## config.mk

```make
export PLATFORM = sky130hd
export DESIGN_NAME = scope_pan_ctl
export DESIGN_NICKNAME = d
export VERILOG_FILES = /design/src/rtl/scope_pan_ctl_pkg.sv /design/src/rtl/btn_sync.sv /design/src/rtl/pan_step.sv /design/src/rtl/arm_ctl.sv /design/src/rtl/scope_pan_ctl.sv
export SDC_FILE = /design/constraint.sdc
export NUM_CORES = 1
export LEC_CHECK = 0
export ABC_AREA = 0
export BUFFER_PORTS_ARGS = -buffer_cell sky130_fd_sc_hd__clkbuf_2
export CORE_MARGIN = 2
export CORE_UTILIZATION = 64
export CTS_CLUSTER_SIZE = 28
export DETAILED_ROUTE_END_ITERATION = 10
export PLACE_DENSITY = 0.94
export SETUP_SLACK_MARGIN = 0.2
export SLEW_MARGIN = 5
export SYNTH_ARGS = -nofsm -noshare
export SYNTH_HDL_FRONTEND = slang
export SYNTH_SLANG_ARGS = --single-unit
```

## constraint.sdc

```tcl
create_clock -name clk -period 4.6 [get_ports clk]
set_clock_uncertainty 0.15 [all_clocks]
set_input_delay 0.69 -clock clk [delete_from_list [all_inputs] [get_ports clk]]
set_output_delay 0.69 -clock clk [all_outputs]
set_load 0.01 [all_outputs]
```

## src/rtl/scope_pan_ctl_pkg.sv

```systemverilog
package scope_pan_ctl_pkg;
   typedef enum logic {
      ST_VIEW = 1'b0,
      ST_ARM  = 1'b1
   } arm_state_e;
endpackage

```

## src/rtl/btn_sync.sv

```systemverilog
module btn_sync #(
   parameter int N      = 3,
   parameter int STAGES = 2
) (
   input  logic         clk,
   input  logic         rst_n,
   input  logic [N-1:0] raw_n,
   output logic [N-1:0] pressed
);
   localparam int CHAIN_W = N * STAGES;

   // shift chain of synchronizer stages, oldest sample in the top slice
   logic [CHAIN_W-1:0] chain_q;

   always_ff @(posedge clk or negedge rst_n) begin
      if (!rst_n) chain_q <= '1;
      else        chain_q <= {chain_q[CHAIN_W-N-1:0], raw_n};
   end

   assign pressed = ~chain_q[CHAIN_W-1 -: N];
endmodule

```

## src/rtl/pan_step.sv

```systemverilog
module pan_step #(
   parameter int ADDR_W    = 16,
   parameter int WIN_LEN   = 64,
   parameter int FINE_STEP = 1
) (
   input  logic              clk,
   input  logic              rst_n,
   input  logic              step_en,
   input  logic              clear,
   input  logic              lft,
   input  logic              rgt,
   input  logic              dir_wr,
   input  logic              dir_val,
   output logic [ADDR_W-1:0] view_addr,
   output logic              dir
);
   localparam int SUM_W = ADDR_W + 1;
   localparam logic [SUM_W-1:0] TOP_X    = SUM_W'(2**ADDR_W - WIN_LEN);
   localparam logic [SUM_W-1:0] FINE_X   = SUM_W'(FINE_STEP);
   localparam logic [SUM_W-1:0] COARSE_X = SUM_W'(WIN_LEN);

   logic [ADDR_W-1:0] addr_q, nxt_addr;
   logic              dir_q;
   logic [SUM_W-1:0]  cur_x, step_x, up_x;
   logic              both, go_up;

   always_comb begin
      both   = lft & rgt;
      go_up  = both ? dir_q : rgt;
      step_x = both ? COARSE_X : FINE_X;
      cur_x  = {1'b0, addr_q};
      up_x   = cur_x + step_x;
      if (go_up)
         nxt_addr = (up_x > TOP_X) ? TOP_X[ADDR_W-1:0] : up_x[ADDR_W-1:0];
      else
         nxt_addr = (cur_x < step_x) ? '0 : addr_q - step_x[ADDR_W-1:0];
   end

   always_ff @(posedge clk or negedge rst_n) begin
      if (!rst_n)                       addr_q <= '0;
      else if (clear)                   addr_q <= '0;
      else if (step_en && (lft || rgt)) addr_q <= nxt_addr;
   end

   always_ff @(posedge clk or negedge rst_n) begin
      if (!rst_n)                      dir_q <= 1'b0;
      else if (dir_wr)                 dir_q <= dir_val;
      else if (step_en && (lft ^ rgt)) dir_q <= rgt;
   end

   assign view_addr = addr_q;
   assign dir       = dir_q;
endmodule

```

## src/rtl/arm_ctl.sv

```systemverilog
module arm_ctl
   import scope_pan_ctl_pkg::*;
#(
   parameter int DEBOUNCE_EVALS = 100
) (
   input  logic clk,
   input  logic rst_n,
   input  logic tick,
   input  logic rec,
   input  logic lft,
   input  logic rgt,
   output logic step_en,
   output logic clr_addr,
   output logic dir_wr,
   output logic dir_val,
   output logic start,
   output logic trig
);
   localparam int CNT_W = $clog2(DEBOUNCE_EVALS + 1);
   localparam logic [CNT_W-1:0] CNT_LOAD = CNT_W'(DEBOUNCE_EVALS);
   localparam logic [CNT_W-1:0] CNT_LAST = CNT_W'(1);

   arm_state_e       st_q;
   logic [CNT_W-1:0] cnt_q;
   logic             start_q, trig_q;

   assign step_en  = tick && (st_q == ST_VIEW) && !rec;
   assign clr_addr = tick && (st_q == ST_VIEW) && rec;
   assign dir_wr   = tick && (st_q == ST_ARM) && (lft || rgt);
   assign dir_val  = rgt;

   always_ff @(posedge clk or negedge rst_n) begin
      if (!rst_n) begin
         st_q    <= ST_VIEW;
         cnt_q   <= '0;
         start_q <= 1'b0;
         trig_q  <= 1'b0;
      end else begin
         start_q <= 1'b0;
         if (tick) begin
            unique case (st_q)
               ST_VIEW: if (rec) begin
                  st_q  <= ST_ARM;
                  cnt_q <= CNT_LOAD;
               end
               ST_ARM: begin
                  if (rec) begin
                     cnt_q <= CNT_LOAD;
                  end else if (cnt_q == CNT_LAST) begin
                     start_q <= 1'b1;
                     trig_q  <= lft || rgt;
                     st_q    <= ST_VIEW;
                  end else begin
                     cnt_q <= cnt_q - CNT_LAST;
                  end
               end
               default: st_q <= ST_VIEW;
            endcase
         end
      end
   end

   assign start = start_q;
   assign trig  = trig_q;
endmodule

```

## src/rtl/scope_pan_ctl.sv

```systemverilog
module scope_pan_ctl #(
   parameter int ADDR_W         = 16,
   parameter int WIN_LEN        = 64,
   parameter int FINE_STEP      = 1,
   parameter int DEBOUNCE_EVALS = 100,
   parameter int SYNC_STAGES    = 2
) (
   input  logic              clk,
   input  logic              rst_n,
   input  logic              frame_tick,
   input  logic              rec_btn_n,
   input  logic              left_btn_n,
   input  logic              right_btn_n,
   output logic [ADDR_W-1:0] view_addr,
   output logic              pan_dir,
   output logic              capture_start,
   output logic              trig_mode
);
   initial begin
      assert (SYNC_STAGES >= 2) else $error("SYNC_STAGES must be at least 2");
      assert (WIN_LEN > 0 && WIN_LEN < 2**ADDR_W) else $error("WIN_LEN out of range");
      assert (FINE_STEP > 0 && FINE_STEP <= WIN_LEN) else $error("FINE_STEP out of range");
      assert (DEBOUNCE_EVALS >= 1) else $error("DEBOUNCE_EVALS must be positive");
   end

   logic [2:0] pressed;
   logic       step_en, clr_addr, dir_wr, dir_val;

   btn_sync #(.N(3), .STAGES(SYNC_STAGES)) u_sync (
      .clk     (clk),
      .rst_n   (rst_n),
      .raw_n   ({rec_btn_n, left_btn_n, right_btn_n}),
      .pressed (pressed)
   );

   arm_ctl #(.DEBOUNCE_EVALS(DEBOUNCE_EVALS)) u_arm (
      .clk      (clk),
      .rst_n    (rst_n),
      .tick     (frame_tick),
      .rec      (pressed[2]),
      .lft      (pressed[1]),
      .rgt      (pressed[0]),
      .step_en  (step_en),
      .clr_addr (clr_addr),
      .dir_wr   (dir_wr),
      .dir_val  (dir_val),
      .start    (capture_start),
      .trig     (trig_mode)
   );

   pan_step #(.ADDR_W(ADDR_W), .WIN_LEN(WIN_LEN), .FINE_STEP(FINE_STEP)) u_pan (
      .clk       (clk),
      .rst_n     (rst_n),
      .step_en   (step_en),
      .clear     (clr_addr),
      .lft       (pressed[1]),
      .rgt       (pressed[0]),
      .dir_wr    (dir_wr),
      .dir_val   (dir_val),
      .view_addr (view_addr),
      .dir       (pan_dir)
   );
endmodule

```

==> impl_metrics.yaml <==
route:
  drc: 0
  wl_met1_um: 2620
  via_count: 2349
  dr_wl_met2_um: 2910
  post_drt_via_cell_ratio: 6.53
  wl_um: 6190
  top_layer_used: "met4"
  drtIter0Drc: 386
  firstDrtPassIters: 5
  route.met3.wl_um: 490
  ant_nets: 0
  drt-wirelength-per-cell_um: 17.2
clock_tree:
  clkLatencyLatePin_ps: 290
  hold_buffers: 0
  post_cts_buffers: 0
  cts_buffers: 5
  clk_pin_slew_ps: 70
  cts_resized: 0
  cts_sinks: 33
  cts_htree_levels: 2
  root_buffer: "clkbuf_8"
  cts_tree: "yes"
  clockBufferDepth: 2
yosys:
  yosysUniqueCellTypes: 58
  yosys.area.top_type: "dfrtp_1"
  synthFlopType: "dfrtp_1"
  ys_warn_count: 0
  syn_area_per_cell_um2: 8.32
  syn-num-nets: 306
  yosys-top-cells-area: "dfrtp_1 (28%), dfstp_2 (6.5%), ha_1 (5.2%), nand2_1 (4.2%), o21ai_0 (4.1%)"
  synth_edf_count: 0
  synthesis.area_um2: 2410
  synth_cells: 290
  ys_ff_latch: 33
  synth_top_area_frac: 0.280
  seq_area_frac_synth: 0.345
  async_reset_ff_frac: 1.00
setup_path:
  critPathBufInv: 2
  cp_top_family: "simple AND/OR/NAND/NOR gates"
  critPathRequiredTime_ps: 4620
  cp_max_fo: 7
  crit_slowest_cell: "nor4_2"
  crit_path_max_incr_delay_ps: 650
  crit_type: "reg2reg"
  endpoint_kind: "register"
  arrival_ps: 3640
  path_cells: "inv_1, ha_1, inv_1, ha_1, nand3b_1, or4_1, nor4_1, a211oi_1, nor4_2, or3_1, o22ai_1"
  startpoint_type: "register"
finish:
  nFillCells: 283
  area_delta_synth_final_pct: 9.96
  drive_above_1_share: 0.167
  nNetsFinal: 327
  stdcell_area_um2: 2650
  final-seq-area_um2: 833
  multiInputGateArea_um2: 1460
  fin_util: 0.730
  diodes: 0
global_route:
  grt_util_all_layers: 0.318
  overflow: 0
  grt_max_degree: 34
  antenna_found_initial: 0
  grt_pass1_wl_um: 10300
  grt_pass1_vias: 2165
die:
  core_area_um2: 3630
  dieArea_um2: 4280
  initial_utilization: 0.664
  pin_count: 25
  die_w_um: 65.4
  die_y_um: 65.4
  rows: 22
place:
  place_area_um2: 2560
  gp_congestion: 0.969
  place_ws_ps: 1020
  port_buffers: 24
  dp_hpwl_um: 4350
timing:
  slew_violations: 0
  fin_ws_ps: 975
  fin_crit_ps: 3620
  rsz0062_at_grt: "false"
  hold_viol: 0
  finalSetupTns_ps: 0
  worst_slew_pin_slew_ps: 1070
  slew_headroom: 0.286
  setup-violations-final: 0
  fmax_mhz: 276
  finalCritPeriodShare: 0.788
run_status:
  status: "finished clean"
job:
  max_cap_violations: 0
hold_path:
  hp-class: "reg2reg"
power:
  combPwrFrac: 0.431
  intPower_w: 0.000720
  seqPwrFrac: 0.388
  powerDensity_nw_per_um2: 484
  p_clk_frac: 0.182
  power_w: 0.00128
  switchingPower_w: 0.000563
  p_leak_nw: 1.11
  peakVddDrop_mv: 0.319
  p_sw_frac: 0.439
-- registers in the layout (all words and copies together) (netlist names) --
signal and count:
u_arm.cnt_q 7, u_arm.st_q 1, u_arm.start 1, u_arm.trig 1, u_pan.dir 1, u_pan.view_addr 16, u_sync.chain_q 6
-- logic make-up (layout without fill, tap and decap cells) --
kind of cell             after synthesis  after routing  share of synthesized area
AND/OR/NAND/NOR                      112            112                      0.248
flip-flops                            33             33                      0.345
multiplexers                           4              4                     0.0166
AO/OA/AOI/OAI                         90             90                      0.247
adder cells (fa/ha/maj)               10             10                     0.0519
XOR/XNOR                              11             11                     0.0399
buffers and inverters                 30             52                     0.0508
-- routing by layer --
| metal | global-route usage | vias up |
|---|---|---|
| met2 | 0.509 | 112 |
| met1 | 0.423 | 1089 |
| met4 | 0.115 | 0 |
| met3 | 0.0719 | 27 |
| li1 | - | 1121 |
| met5 | 0 | - |
-- layout by cell type (no fill, tap or decap), types with 4 or more instances in the layout --
cell type and n:
a21oi_1 17, and3_1 4, clkbuf_2 24, clkbuf_8 6, dfrtp_1 27, dfstp_2 6, ha_1 10, inv_1 17
mux2i_1 4, nand2_1 27, nand3_1 10, nand4_1 4, nor2_1 22, nor3_1 9, nor4_1 7, o21ai_0 20
o21ai_1 10, o22ai_1 7, or2_2 4, or3_1 4, or4_1 4, xnor2_1 7, xor2_1 4
-- cell type report --
class / count / share of cell area
Tap cell: 48 / 0.0226
Multi-Input combinational cell: 227 / 0.549
Clock inverter: 2 / 0.00519
Clock buffer: 6 / 0.0311
Timing Repair Buffer: 27 / 0.0538
Sequential cell: 33 / 0.314
Inverter: 17 / 0.0241
-- power groups by stage --
stage	logic (W)	clock network, W	registers [W]
finish	0.000553	0.000233	0.000498
global route	0.000611	0.000250	0.000514
CTS	0.000543	0.000237	0.000493
detailed placement	0.000536	0	0.000498
global placement	0.000527	0	0.000493
floorplan	0.000440	0	0.000450
-- synth_stat cells, drive strengths merged, types with 2 or more instances --
library cell and instances:
a211o 2, a311oi 2, or4 5, xnor2 7, o21a 2, a211oi 3
nor3 9, inv 17, a31oi 3, or3 5, and3 4, nand3 10
nand4 4, a21oi 17, o31ai 3, a21o 3, o21ai 30, o31a 3
o22ai 7, dfrtp 27, o32ai 3, a22o 2, mux2i 4, xor2 4
or2 4, dfstp 6, buf 4, nand2 28, nand3b 2, nor2 23
ha 10, clkbuf 9, nand2b 3, nor4 8
-- metrics by stage --
step / instances / hold slack (ps)
2_1_floorplan: 290 / 195
3_3_place_gp: 352 / 196
3_5_place_dp: 352 / 197
4_1_cts: 360 / 208
5_1_grt: 360 / 211
6_report: 360 / 207
-- worst reg2reg max path: stages, from the launching register on --
cell and delay [ps]:
dfstp_2 560, inv_1 50, ha_1 240, inv_1 120, ha_1 300, nand3b_1 250, or4_1 570, nor4_1 180
a211oi_1 100, nor4_2 650, or3_1 250, o22ai_1 80
-- path summary, 6_finish.rpt --
kind                                              from                         endpoint  slack (ps)  depth (start not counted)
max                        u_sync.chain_q[3]$_DFF_PN1_   u_pan.view_addr[3]$_DFFE_PN0P_         980                         11
min                        u_sync.chain_q[2]$_DFF_PN1_      u_sync.chain_q[5]$_DFF_PN1_         210                          0
max reg2reg                u_sync.chain_q[3]$_DFF_PN1_   u_pan.view_addr[3]$_DFFE_PN0P_         980                         11
min reg2reg                u_sync.chain_q[2]$_DFF_PN1_      u_sync.chain_q[5]$_DFF_PN1_         210                          0
max in group asynchronous                        rst_n   u_pan.view_addr[3]$_DFFE_PN0P_        3450                          1
min in group asynchronous                        rst_n  u_pan.view_addr[13]$_DFFE_PN0P_         320                          1
(Power assumes the default switching activity.)
